--- config.mk ---
export PLATFORM = sky130hd
export DESIGN_NAME = txind_writer
export DESIGN_NICKNAME = d
export VERILOG_FILES = /design/src/rtl/txind_pkg.sv /design/src/rtl/txind_ctrl.sv /design/src/rtl/txind_dpath.sv /design/src/rtl/txind_writer.sv
export SDC_FILE = /design/constraint.sdc
export NUM_CORES = 1
export LEC_CHECK = 0
export ABC_AREA = 1
export ABC_CLOCK_PERIOD_IN_PS = 3950
export BUFFER_PORTS_ARGS = -buffer_cell sky130_fd_sc_hd__buf_2
export CORE_UTILIZATION = 44
export DETAILED_ROUTE_END_ITERATION = 12
export PLACE_DENSITY = 0.7
export SYNTH_ARGS = -nofsm -noshare
export SYNTH_HDL_FRONTEND = slang
export SYNTH_SLANG_ARGS = --single-unit
--- constraint.sdc ---
create_clock -name clk -period 3.95 [get_ports clk]
set_input_delay 0.79 -clock clk [delete_from_list [all_inputs] [get_ports clk]]
set_output_delay 0.79 -clock clk [all_outputs]
set_load 0.01 [all_outputs]
--- src/rtl/txind_pkg.sv ---
package txind_pkg;
  localparam int VC_W   = 15;
  localparam int DESC_W = 15;
  localparam int SLOT_W = 4;

  // per-source write strobe from control to datapath
  typedef struct packed {
    logic              en;
    logic [SLOT_W-1:0] slot;
  } srcWr_t;

  function automatic logic [31:0] packInd(input logic err, input logic [VC_W-1:0] vc,
                                          input logic nextOk, input logic [DESC_W-1:0] desc);
    return {~err, vc, nextOk, desc};
  endfunction
endpackage

--- src/rtl/txind_ctrl.sv ---
module txind_ctrl
  import txind_pkg::*;
#(
  parameter int NUM_SRC       = 2,
  parameter int NUM_MBOX      = 2,
  parameter int DEPTH         = 4,
  parameter bit STATUS_STICKY = 1'b0,
  localparam int MB_W  = (NUM_MBOX > 1) ? $clog2(NUM_MBOX) : 1,
  localparam int CNT_W = $clog2(DEPTH + 1)
) (
  input  logic                     clk,
  input  logic                     rstN,
  input  logic [NUM_SRC-1:0]       evtValid,
  input  logic [NUM_SRC*MB_W-1:0]  evtMbox,
  input  logic [CNT_W-1:0]         count [NUM_MBOX],
  input  logic [MB_W-1:0]          rdMbox,
  input  logic                     rdPop,
  input  logic [NUM_MBOX-1:0]      stClr,
  input  logic [NUM_MBOX-1:0]      ovfClr,
  input  logic                     maskWe,
  input  logic [NUM_MBOX-1:0]      maskData,
  output srcWr_t                   wr [NUM_SRC],
  output logic [NUM_MBOX-1:0]      popEn,
  output logic [NUM_MBOX-1:0]      status,
  output logic [NUM_MBOX-1:0]      overflow,
  output logic [NUM_MBOX-1:0]      maskQ,
  output logic                     irq
);
  logic [SLOT_W:0]       taken [NUM_MBOX];
  logic [NUM_MBOX-1:0]   stored;
  logic [NUM_MBOX-1:0]   drop;

  // acceptance: sources in ascending order claim the free slots
  always_comb begin
    for (int m = 0; m < NUM_MBOX; m++) taken[m] = '0;
    stored = '0;
    drop   = '0;
    for (int i = 0; i < NUM_SRC; i++) begin
      wr[i] = '0;
      for (int m = 0; m < NUM_MBOX; m++) begin
        if (evtValid[i] && (int'(evtMbox[i*MB_W +: MB_W]) == m)) begin
          if ((int'(count[m]) + int'(taken[m])) < DEPTH) begin
            wr[i].en   = 1'b1;
            wr[i].slot = SLOT_W'(taken[m]);
            taken[m]   = taken[m] + 1'b1;
            stored[m]  = 1'b1;
          end else begin
            drop[m] = 1'b1;
          end
        end
      end
    end
  end

  always_comb begin
    for (int m = 0; m < NUM_MBOX; m++)
      popEn[m] = rdPop && (int'(rdMbox) == m) && (count[m] != '0);
  end

  always_ff @(posedge clk or negedge rstN) begin
    if (!rstN) begin
      overflow <= '0;
      maskQ    <= '0;
      irq      <= 1'b0;
    end else begin
      overflow <= (overflow & ~ovfClr) | drop;
      if (maskWe) maskQ <= maskData;
      irq <= |(status & ~maskQ);
    end
  end

  generate
    if (STATUS_STICKY) begin : g_sticky
      logic [NUM_MBOX-1:0] stReg;
      always_ff @(posedge clk or negedge rstN) begin
        if (!rstN) stReg <= '0;
        else       stReg <= (stReg & ~stClr) | stored;
      end
      assign status = stReg;
    end else begin : g_level
      logic unusedClr;
      assign unusedClr = ^stClr;
      for (genvar m = 0; m < NUM_MBOX; m++) begin : g_bit
        assign status[m] = (count[m] != '0);
      end
    end
  endgenerate
endmodule

--- src/rtl/txind_dpath.sv ---
module txind_dpath
  import txind_pkg::*;
#(
  parameter int NUM_SRC  = 2,
  parameter int NUM_MBOX = 2,
  parameter int DEPTH    = 4,
  localparam int MB_W  = (NUM_MBOX > 1) ? $clog2(NUM_MBOX) : 1,
  localparam int CNT_W = $clog2(DEPTH + 1),
  localparam int PTR_W = (DEPTH > 1) ? $clog2(DEPTH) : 1
) (
  input  logic                       clk,
  input  logic                       rstN,
  input  srcWr_t                     wr [NUM_SRC],
  input  logic [NUM_MBOX-1:0]        popEn,
  input  logic [NUM_SRC-1:0]         evtError,
  input  logic [NUM_SRC-1:0]         evtNextValid,
  input  logic [NUM_SRC*VC_W-1:0]    evtVc,
  input  logic [NUM_SRC*DESC_W-1:0]  evtDescLo,
  input  logic [NUM_SRC*MB_W-1:0]    evtMbox,
  input  logic [MB_W-1:0]            rdMbox,
  output logic [CNT_W-1:0]           count [NUM_MBOX],
  output logic [31:0]                rdData,
  output logic                       rdAvail
);
  logic [31:0]       mem   [NUM_MBOX][DEPTH];
  logic [PTR_W-1:0]  wrPtr [NUM_MBOX];
  logic [PTR_W-1:0]  rdPtr [NUM_MBOX];
  logic [SLOT_W:0]   addCnt [NUM_MBOX];
  logic [31:0]       word  [NUM_SRC];

  for (genvar i = 0; i < NUM_SRC; i++) begin : g_pack
    assign word[i] = packInd(evtError[i], evtVc[i*VC_W +: VC_W], evtNextValid[i],
                             evtDescLo[i*DESC_W +: DESC_W]);
  end

  always_comb begin
    for (int m = 0; m < NUM_MBOX; m++) begin
      addCnt[m] = '0;
      for (int i = 0; i < NUM_SRC; i++)
        if (wr[i].en && (int'(evtMbox[i*MB_W +: MB_W]) == m)) addCnt[m] = addCnt[m] + 1'b1;
    end
  end

  always_ff @(posedge clk) begin
    for (int i = 0; i < NUM_SRC; i++) begin
      for (int m = 0; m < NUM_MBOX; m++) begin
        if (wr[i].en && (int'(evtMbox[i*MB_W +: MB_W]) == m))
          mem[m][wrPtr[m] + PTR_W'(wr[i].slot)] <= word[i];
      end
    end
  end

  always_ff @(posedge clk or negedge rstN) begin
    if (!rstN) begin
      for (int m = 0; m < NUM_MBOX; m++) begin
        wrPtr[m] <= '0;
        rdPtr[m] <= '0;
        count[m] <= '0;
      end
    end else begin
      for (int m = 0; m < NUM_MBOX; m++) begin
        wrPtr[m] <= wrPtr[m] + PTR_W'(addCnt[m]);
        rdPtr[m] <= rdPtr[m] + PTR_W'(popEn[m]);
        count[m] <= count[m] + CNT_W'(addCnt[m]) - CNT_W'(popEn[m]);
      end
    end
  end

  always_comb begin
    rdAvail = 1'b0;
    rdData  = '0;
    for (int m = 0; m < NUM_MBOX; m++) begin
      if (int'(rdMbox) == m && count[m] != '0) begin
        rdAvail = 1'b1;
        rdData  = mem[m][rdPtr[m]];
      end
    end
  end
endmodule

--- src/rtl/txind_writer.sv ---
module txind_writer
  import txind_pkg::*;
#(
  parameter int NUM_SRC       = 2,
  parameter int NUM_MBOX      = 2,
  parameter int DEPTH         = 4,
  parameter bit STATUS_STICKY = 1'b0,
  localparam int MB_W  = (NUM_MBOX > 1) ? $clog2(NUM_MBOX) : 1,
  localparam int CNT_W = $clog2(DEPTH + 1)
) (
  input  logic                       clk,
  input  logic                       rstN,
  input  logic [NUM_SRC-1:0]         evtValid,
  input  logic [NUM_SRC-1:0]         evtError,
  input  logic [NUM_SRC-1:0]         evtNextValid,
  input  logic [NUM_SRC*VC_W-1:0]    evtVc,
  input  logic [NUM_SRC*DESC_W-1:0]  evtDescLo,
  input  logic [NUM_SRC*MB_W-1:0]    evtMbox,
  input  logic [MB_W-1:0]            rdMbox,
  input  logic                       rdPop,
  input  logic [NUM_MBOX-1:0]        stClr,
  input  logic [NUM_MBOX-1:0]        ovfClr,
  input  logic                       maskWe,
  input  logic [NUM_MBOX-1:0]        maskData,
  output logic [31:0]                rdData,
  output logic                       rdAvail,
  output logic [NUM_MBOX-1:0]        mboxStatus,
  output logic [NUM_MBOX-1:0]        overflow,
  output logic                       irq
);
  srcWr_t              wr [NUM_SRC];
  logic [NUM_MBOX-1:0] popEn;
  logic [CNT_W-1:0]    count [NUM_MBOX];
  logic [NUM_MBOX-1:0] maskQ;

  txind_ctrl #(.NUM_SRC(NUM_SRC), .NUM_MBOX(NUM_MBOX), .DEPTH(DEPTH),
               .STATUS_STICKY(STATUS_STICKY)) u_ctrl (
    .clk(clk), .rstN(rstN), .evtValid(evtValid), .evtMbox(evtMbox), .count(count),
    .rdMbox(rdMbox), .rdPop(rdPop), .stClr(stClr), .ovfClr(ovfClr),
    .maskWe(maskWe), .maskData(maskData), .wr(wr), .popEn(popEn),
    .status(mboxStatus), .overflow(overflow), .maskQ(maskQ), .irq(irq)
  );

  txind_dpath #(.NUM_SRC(NUM_SRC), .NUM_MBOX(NUM_MBOX), .DEPTH(DEPTH)) u_dpath (
    .clk(clk), .rstN(rstN), .wr(wr), .popEn(popEn), .evtError(evtError),
    .evtNextValid(evtNextValid), .evtVc(evtVc), .evtDescLo(evtDescLo),
    .evtMbox(evtMbox), .rdMbox(rdMbox), .count(count), .rdData(rdData),
    .rdAvail(rdAvail)
  );
endmodule

# Word level (Yosys, flattened, before mapping)
# Memories as Yosys holds them, arrays and structs flattened.
# Index checks and enable logic that the tools add are counted.
# classes
order_cmp	14
bitwise	272
mux	306
n_div	0
n_reduce_logical	21
eq_ne	0
shifts	0
n_addsub	16
n_mul	0
# ops
operator	n
$mux W128	4
$mux W32	10
$mux W1	275
$demux W32 S2	4
$or A1 B1 Y1	256
$bmux W32 S2	2
$lt A32 B4 Y1 const B	2
$mux W5	9
$ge A3 B3 Y1 const B	6
$logic_and A1 B1 Y1	18
$not A2 Y3	6
$add A2 B2 Y2	6
$lt A3 B1 Y1 const B	4
$add A3 B3 Y3	2
$add A3 B5 Y6	1
$lt A3 B3 Y1 const B	2
$mux W3	2
$reduce_bool A3 Y1	2
$sub A3 B1 Y3	2
$not A1 Y1	5
$add A1 B1 Y2 const B	2
$add A2 B1 Y2	2
$add A3 B1 Y4	1
$and A2 B2 Y2	2
3 further kinds	4
# totals
latchBits	0
word_cells	639
output_inout_bits	38
n_memories	1
ff_bits	19
ram_bits	256
inputBits	79
mem_bits_ro	0
# mem_list
name	words	width	rd	rd_ports_with_merged_regs	wr	line	source
u_dpath.mem	2	128	2	0	2	txind_dpath.sv:25	logic [31:0] mem [NUM_MBOX][DEPTH];

# Logic depth before layout (Yosys ltp)
# Gate-level depths: netlist of run 1.
# depth
depth_word	17
depth_mapped	16
depth_no_buf	15

# By module
# Synthesis of run 1 repeated with hierarchy kept, for this count alone.
# unflattened
cells_unflattened	1978
area_unflattened_um2	15840.2
# modules_own_cells
module	cells_per_inst	n_inst	area_per_inst_um2
txind_dpath	1912	1	15421.0
txind_ctrl	66	1	419.2

# Worst setup path after synthesis of run 1
# OpenSTA, ideal clock, no wires.
# synth_path
path_type	input-to-reg
startpoint	input evtValid[0]
endpoint	memory u_dpath.mem[0][64] (netlist bit) (enable)
setup_time_ns	0.658
cell_stages	12
required_time_ns	3.292
path_slack_ns	0.001
n_path_buf	2
t_arrival_ns	3.291
path_cell_list	nand2_2 -> o21ai_1 -> nor2_1 -> buf_1 -> nand2_1 -> nand2_1 -> ha_1 -> inv_1 -> nor2_1 -> nand3_1 -> buf_2 -> o21ai_0
# synth_rtl
item	line	source
from (decl)	txind_writer.sv:13	input logic [NUM_SRC-1:0] evtValid,
to (decl)	txind_dpath.sv:25	

# Worst setup path after layout of run 1
# layout_path
startpoint	register u_dpath.rdPtr[0] (netlist bit)
endpoint	output rdData[15]
# layout_between
elab_chain_len	5
# layout_rtl
item	line	source
from (decl)	txind_dpath.sv:27	logic [PTR_W-1:0] rdPtr [NUM_MBOX];
from (signal, indexed assignment)	txind_dpath.sv:63	rdPtr[m] <= rdPtr[m] + PTR_W'(popEn[m]);
$not A2 Y3 (not written as such)	txind_dpath.sv:75	rdData = mem[m][rdPtr[m]];
$bmux W32 S2	txind_dpath.sv:75	
$mux W32 (not written as such) (2 in a row)	txind_dpath.sv:75	
$mux W32	txind_dpath.sv:73	if (int'(rdMbox) == m && count[m] != '0) begin
to (decl)	txind_writer.sv:25	output logic [31:0] rdData,
# Every way passes these cells. The select of a mux whose other input is x is not followed.

==> results_dict.tcl, run 1 <==
set metrics [dict create \
    final_cell_mix "800 x nand2_1, 256 x edfxtp_1, 236 x nor2_1, 137 x o21ai_0, 136 x nand3_1" \
    clk_pin_slew_ps 60 \
    start_kind "flip-flop" \
    portBuffers 114 \
    fin_crit_sh_pct 84.3 \
    finalHoldViolCount 0 \
    grt_pass1_wl_mm 67.0 \
    ys.flop_type "edfxtp_1" \
    syn_nets 1973 \
    clk_latency_ps 560 \
    syn_to_final_growth_pct 10.5 \
    cts.repair.resized 0 \
    hold_path_class "input pin to asynchronous set/reset pin" \
    clkPwrFrac_pct 24.2 \
    cts_setup_buffers 0 \
    path_max_fanout 40 \
    powerDensity_nw_per_um2 663 \
    grt_pass1_vias 12100 \
    core_um2 33700 \
    layout_min_cycle_time_ps 3330 \
    seq_area_um2 8170 \
    nets 1990 \
    max-clock-path-buffers 3 \
    yosys.area.top_type "edfxtp_1" \
    avgViaCountPerCell 5.40 \
    antenna_found_initial 1 \
    ctsHoldBuffers 0 \
    die_w_um 188 \
    synth_area_leaders "edfxtp_1 51%, nand2_1 20%, nor2_1 5.9%, o21ai_0 4.6%, nand3_1 4.5%" \
    p_int_w 0.00661 \
    layout_commonest_cell "nand2_1" \
    dr_wl_met2_mm 21.1 \
    wl_per_cell_um 18.3 \
    wl_mm 43.3 \
    fmax_ghz 0.300 \
    tns_ps 0 \
    ys_warn_count 0 \
    drc 0 \
    end_kind "output pin" \
    io_pins 117 \
    cts_sinks 275 \
    hpwl_mm 25.2 \
    worst_pin_slew_ps 1310 \
    drt-met1-wl_mm 17.5 \
    top_layer "met4" \
    slew_headroom_pct 12.8 \
    ir_drop_mv 0.425 \
    layout-drive-gt1-share_pct 12.2 \
    netlist_instances 1878 \
    rows 67 \
    grt_usage_pct 24.2 \
    crit_required_ps 3160 \
    fill_cells 3103 \
    leakagePower_nw 7.36 \
    dieHeight_um 188 \
    switching_share_pct 40.5 \
    antenna_left 0 \
    ys_seq_elements 275 \
    synthArstFlopShare_pct 6.91 \
    grt_overflow_total 0 \
    slew_violations 0 \
    finClkSkew_ps 5.59 \
    grt_max_degree 129 \
    seq_area_frac_synth_pct 53.8 \
    fin_hold_ws_ps 175 \
    drtIter0Drc 1121 \
    via_count 12800 \
    start_util_pct 45.0 \
    power_frac_comb_pct 39.7 \
    cts_buffers 31 \
    gp_congestion 0.815 \
    syn_area_um2 15200 \
    p_seq_share_pct 36.1 \
    rsz0062_at_grt "false" \
    synth-edff-count 256 \
    synth_cell_type_count 29 \
    finalSetupViolCount 0 \
    drv_cap 0 \
    syn_area_per_cell_um2 8.08 \
    synth_top_area_share_pct 50.7 \
    root_buffer "clkbuf_16" \
    multi_input_area_um2 6010 \
    path_class "flip-flop to output pin" \
    status "completed" \
    drt_pass1_iterations 6 \
    cts_tree "built" \
    h-tree-depth 1 \
    wl_met3_mm 3.58 \
    arrival_ps 2540 \
    p_sw_w 0.00450 \
    die-area_um2 35200 \
]
==> worst max-delay path, cell delays in order (launching register included) <==
cell	delay [ps]
dfrtp_2	360
clkinv_1	580
buf_12	430
o21ai_0	190
nand2_1	70
nand2_1	60
nand2_1	110
buf_2	170
==> Yosys cell counts, types with 2 or more instances <==
cell,number
buf_1,3
buf_2,128
buf_4,4
buf_6,12
clkbuf_1,22
clkbuf_2,2
dfrtp_1,19
edfxtp_1,256
fa_1,2
ha_1,14
inv_1,35
inv_2,4
mux2_2,2
nand2_1,800
nand2_2,3
nand3_1,136
nand3_4,4
nor2_1,238
nor2_2,5
nor2_4,5
nor3_1,2
o21ai_0,139
o21ai_1,29
xnor2_1,4
xor2_1,6
==> layer usage <==
| layer | track usage [%] | up-vias |
|---|---|---|
| met1 | 31.6 | 6026 |
| met3 | 2.71 | 81 |
| met2 | 41.5 | 596 |
| met4 | 8.88 | 0 |
| met5 | 0 | - |
| li1 | - | 6090 |
==> through the flow <==
stage	cell area, um2	setup slack, ps	util, %	total power (W)	cells
floorplan	15200	1.15	-	0.00698	1878
global placement	15800	764	46.9	0.00833	2310
detailed placement	15800	680	46.9	0.00845	2310
CTS	16800	599	49.7	0.0111	2366
global route	16800	426	49.7	0.0117	2367
finish	16800	621	49.7	0.0111	2367
==> layout make-up <==
class | instances | share of cell area (%)
sequential | 275 | 48.7
multi-input combinational | 1392 | 35.9
timing repair buffer | 155 | 5.54
clock buffer | 38 | 4.96
tap | 448 | 3.34
inverter | 40 | 0.896
clock inverter | 18 | 0.657
antenna | 1 | 0.0149
==> kinds of logic after synthesis <==
| logic type | after synthesis | share of synthesized area [%] |
|---|---|---|
| simple gates | 1194 | 31.5 |
| flops | 275 | 53.8 |
| buf+inv | 211 | 6.98 |
| compound gates | 170 | 5.63 |
| fa+ha+maj | 16 | 1.42 |
| xor+xnor | 10 | 0.577 |
| mux | 2 | 0.148 |
==> registers in the layout (all words and copies together), names as in the netlist <==
register and flops:
u_ctrl.irq 1, u_ctrl.maskQ 2, u_ctrl.overflow 2, u_dpath.count 6, u_dpath.mem 256, u_dpath.rdPtr 4, u_dpath.wrPtr 4
==> power by group through the flow <==
| stage | Sequential (W) | Combinational [W] | Clock [W] |
|---|---|---|---|
| 2_1_floorplan | 0.00398 | 0.00300 | 0 |
| 3_3_place_gp | 0.00404 | 0.00428 | 0 |
| 3_5_place_dp | 0.00406 | 0.00438 | 0 |
| 4_1_cts | 0.00401 | 0.00440 | 0.00271 |
| 5_1_grt | 0.00406 | 0.00486 | 0.00281 |
| 6_report | 0.00402 | 0.00442 | 0.00269 |
==> worst paths after layout <==
path | from | endpoint | slack (ps) | cells after the start
max in group asynchronous | rstN | u_dpath.rdPtr[0] | 3430 | 1
min reg2reg | u_ctrl.maskQ[1] | u_ctrl.irq | 460 | 1
max | u_dpath.rdPtr[0] | rdData[15] | 620 | 7
min in group clk | ovfClr[1] | u_ctrl.overflow[1] | 420 | 2
max reg2reg | u_dpath.count[3] | u_dpath.mem[0][116] | 1210 | 15
min | rstN | u_ctrl.irq | 180 | 1
(Power assumes the default switching activity.)
==> inputs of run 2 (changes only) <==
--- a/config.mk
+++ b/config.mk
@@ -5,12 +5,12 @@
 export SDC_FILE = /design/constraint.sdc
 export NUM_CORES = 1
 export LEC_CHECK = 0
-export ABC_AREA = 1
-export ABC_CLOCK_PERIOD_IN_PS = 3950
+export ABC_AREA = 0
+export ABC_CLOCK_PERIOD_IN_PS = 2900
 export BUFFER_PORTS_ARGS = -buffer_cell sky130_fd_sc_hd__buf_2
 export CORE_UTILIZATION = 44
 export DETAILED_ROUTE_END_ITERATION = 12
-export PLACE_DENSITY = 0.7
+export PLACE_DENSITY = 0.73
 export SYNTH_ARGS = -nofsm -noshare
 export SYNTH_HDL_FRONTEND = slang
 export SYNTH_SLANG_ARGS = --single-unit
==> constraint.sdc (replaced) <==
create_clock -name clk -period 2.9 [get_ports clk]
set_input_delay 0.58 -clock clk [delete_from_list [all_inputs] [get_ports clk]]
set_output_delay 0.58 -clock clk [all_outputs]
set_load 0.01 [all_outputs]
==> run 2 against run 1 <==
Critical path depth down 3. Critical endpoint is now rdData[0]. Synthesized cell count is 58% lower. Die area is 6.8% lower. Clock-buffer cell count grew 9. Routed wire length down 19%. Global-route usage decreased by 2.7 points. Combinational power rose by 22%. Largest power group is now sequential cells. Register-to-register slack worse by 1100 ps. Largest cell class unchanged. Flip-flop and latch count unchanged.
==> results_dict.tcl, run 2 <==
set metrics [dict create \
    io_pins 117 \
    synth_cell_type_count 44 \
    synth_area_leaders "edfxtp_1 54%, mux2_2 15%, mux4_2 10%, mux2_4 6.0%, dfrtp_1 3.4%" \
    crit_chain "buf_12 -> mux4_2 -> a22o_1 -> buf_2" \
    r2r_slack_ps 110 \
    grt_pass1_vias 8450 \
    ys.flop_type "edfxtp_1" \
    grt_pass1_wl_mm 53.1 \
    hold_path_class "input pin to flip-flop" \
    syn_area_um2 14100 \
    cts_buffers 31 \
    cp_slowest_cell "mux4_2" \
    ys_warn_count 0 \
    netlist_instances 780 \
    grt_usage_pct 21.6 \
    status "completed" \
    clk_latency_ps 560 \
    slew_headroom_pct 62.1 \
    ir_drop_mv 0.592 \
    largest_register_ffs 256 \
    worst_pin_slew_ps 568 \
    min-delay-start "ovfClr[0]" \
    synth_top_area_share_pct 54.4 \
    layout_commonest_cell "edfxtp_1" \
    stdcell_count 1396 \
    yosys.area.top_type "edfxtp_1" \
    drtIter0Drc 698 \
    core_um2 31600 \
    drv_cap 0 \
    h-tree-depth 1 \
    slew_violations 0 \
    reg2reg_from "u_dpath.count[3]" \
    holdPathStages 2 \
    dp_cells 1332 \
    ys_top_cells_by_count "256 x edfxtp_1, 190 x mux2_2, 64 x mux4_2, 56 x mux2_4, 32 x a22o_1" \
    path_class "flip-flop to output pin" \
    fin_crit_sh_pct 97.0 \
    grt_overflow_total 0 \
    finClkSkew_ps 12.3 \
    crit_required_ps 2320 \
    syn_area_per_cell_um2 18.1 \
    clk_pin_slew_ps 60 \
    cts_tree "built" \
    syn_nets 875 \
    power.total_w 0.0145 \
    synth-edff-count 256 \
    hpwl_mm 22.5 \
    start_kind "flip-flop" \
    hold_end "u_ctrl.overflow[0]" \
    final_cell_mix "256 x edfxtp_1, 140 x mux2_2, 114 x buf_2, 110 x mux2_4, 64 x mux4_2" \
    rr_worst_depth 8 \
    root_buffer "clkbuf_16" \
    start_util_pct 44.8 \
    drt_pass1_iterations 4 \
    synthArstFlopShare_pct 6.91 \
    place_area_um2 16600 \
    path_max_fanout 15 \
    grt_max_degree 32 \
    syn_to_final_growth_pct 24.9 \
    path_buf_inv 2 \
    dieHeight_um 181 \
    layout-drive-gt1-share_pct 59.6 \
    final_util_pct 55.9 \
    wl_per_cell_um 25.0 \
    ys_seq_elements 275 \
    rsz0062_at_grt "false" \
    rows 65 \
    portBuffers 114 \
    antenna_found_initial 2 \
    layout_min_cycle_time_ps 2810 \
    reg2reg_to "u_dpath.mem[0][226]" \
    arrival_ps 2230 \
    wl_mm 34.9 \
    slowest_delay_ps 520 \
    via_count 8038 \
    gp_congestion 0.754 \
    path_delay_family "multiplexers" \
    max-clock-path-buffers 3 \
    avgViaCountPerCell 5.76 \
    fmax_ghz 0.356 \
    synthMostInstantiatedCell "edfxtp_1" \
    nets 1063 \
    cts_sinks 275 \
    die_w_um 181 \
    seq_area_frac_synth_pct 57.8 \
    fill_cells 2445 \
    finalSetupViolCount 0 \
    drc 0 \
    antenna_left 0 \
    leakagePower_nw 6.39 \
    powerDensity_nw_per_um2 821 \
    final_cell_area_um2 17600 \
    die-area_um2 32800 \
    end_kind "output pin" \
    finalHoldViolCount 0 \
]
## run 2: changes by cell type after synthesis, sizes merged, moves of 5 or more
cell and delta:
o21ai -165, clkbuf -5, a22o +32, buf -112, nand3 -139, mux4 +64, nand2 -801, mux2 +248
nor2 -245, xnor2 +5, mux2i +8, inv -21
## run 2: how the worst max path moves through the flow
stage / start / cells past startpoint / endpoint / slack (ps)
6_report: u_dpath.rdPtr[0] / 4 / rdData[0] / 90
5_1_grt: u_dpath.rdPtr[0] / 4 / rdData[0] / 7
4_1_cts: u_dpath.count[5] / 7 / rdData[0] / 4
3_5_place_dp: evtValid[0] / 8 / u_dpath.mem[0][254] / -250
3_3_place_gp: evtMbox[0] / 8 / u_dpath.mem[0][254] / -220
2_1_floorplan: evtMbox[0] / 8 / u_dpath.mem[0][100] / -210
## run 2: power breakdown
| part | switching, W | leakage, nW | internal (W) |
|---|---|---|---|
| clock network | 0.00156 | 0.443 | 0.00207 |
| registers | 0.000342 | 2.54 | 0.00512 |
| logic | 0.00257 | 3.40 | 0.00282 |
## run 2: area by class of cell
class	instances	area [um2]	area share (%)
antenna	2	5.00	0.0284
sequential	275	8170	46.3
timing repair buffer	208	2010	11.4
multi-input combinational	434	5980	33.9
clock buffer	47	836	4.74
tap	402	503	2.85
inverter	18	67.6	0.383
clock inverter	10	82.6	0.468
## run 2: logic make-up (layout without fill, tap and decap cells)
kind of cell,Yosys count,after routing,synth area share (%)
compound gates,48,48,2.81
xor+xnor,14,14,0.868
fa+ha+maj,16,16,1.52
buf+inv,72,283,2.89
flops,275,275,57.8
mux,322,322,32.2
other cells,0,2,0
simple gates,33,34,1.96
## run 2: metrics by stage
stage	setup WS [ps]	setup TNS [ps]	hold WS, ps
3_5_place_dp	-247	-45880	458
2_1_floorplan	-206	-44830	284
3_3_place_gp	-224	-39440	432
4_1_cts	4.20	0	201
5_1_grt	6.71	0	225
6_report	87.5	0	220
## run 2: what timing repair did
item | in CTS | in global routing
cloned | 1 | 0
buffers inserted | 3 | 1
endpoints found under the setup margin | 33 | 6
resized for setup | 2 | 2
hold buffers | 1 | 0
hold endpoints to repair | 19 | 0
pin swaps | 2 | 1
## run 2: metal layers
| layer | global-route usage [%] | vias up | share of wire [%] |
|---|---|---|---|
| met4 | 4.98 | 4 | 2.1 |
| met2 | 37.8 | 238 | 51 |
| met3 | 3.10 | 51 | 5.1 |
| li1 | - | 3568 | - |
| met5 | 0 | - | 0.077 |
| met1 | 28.3 | 4177 | 42 |
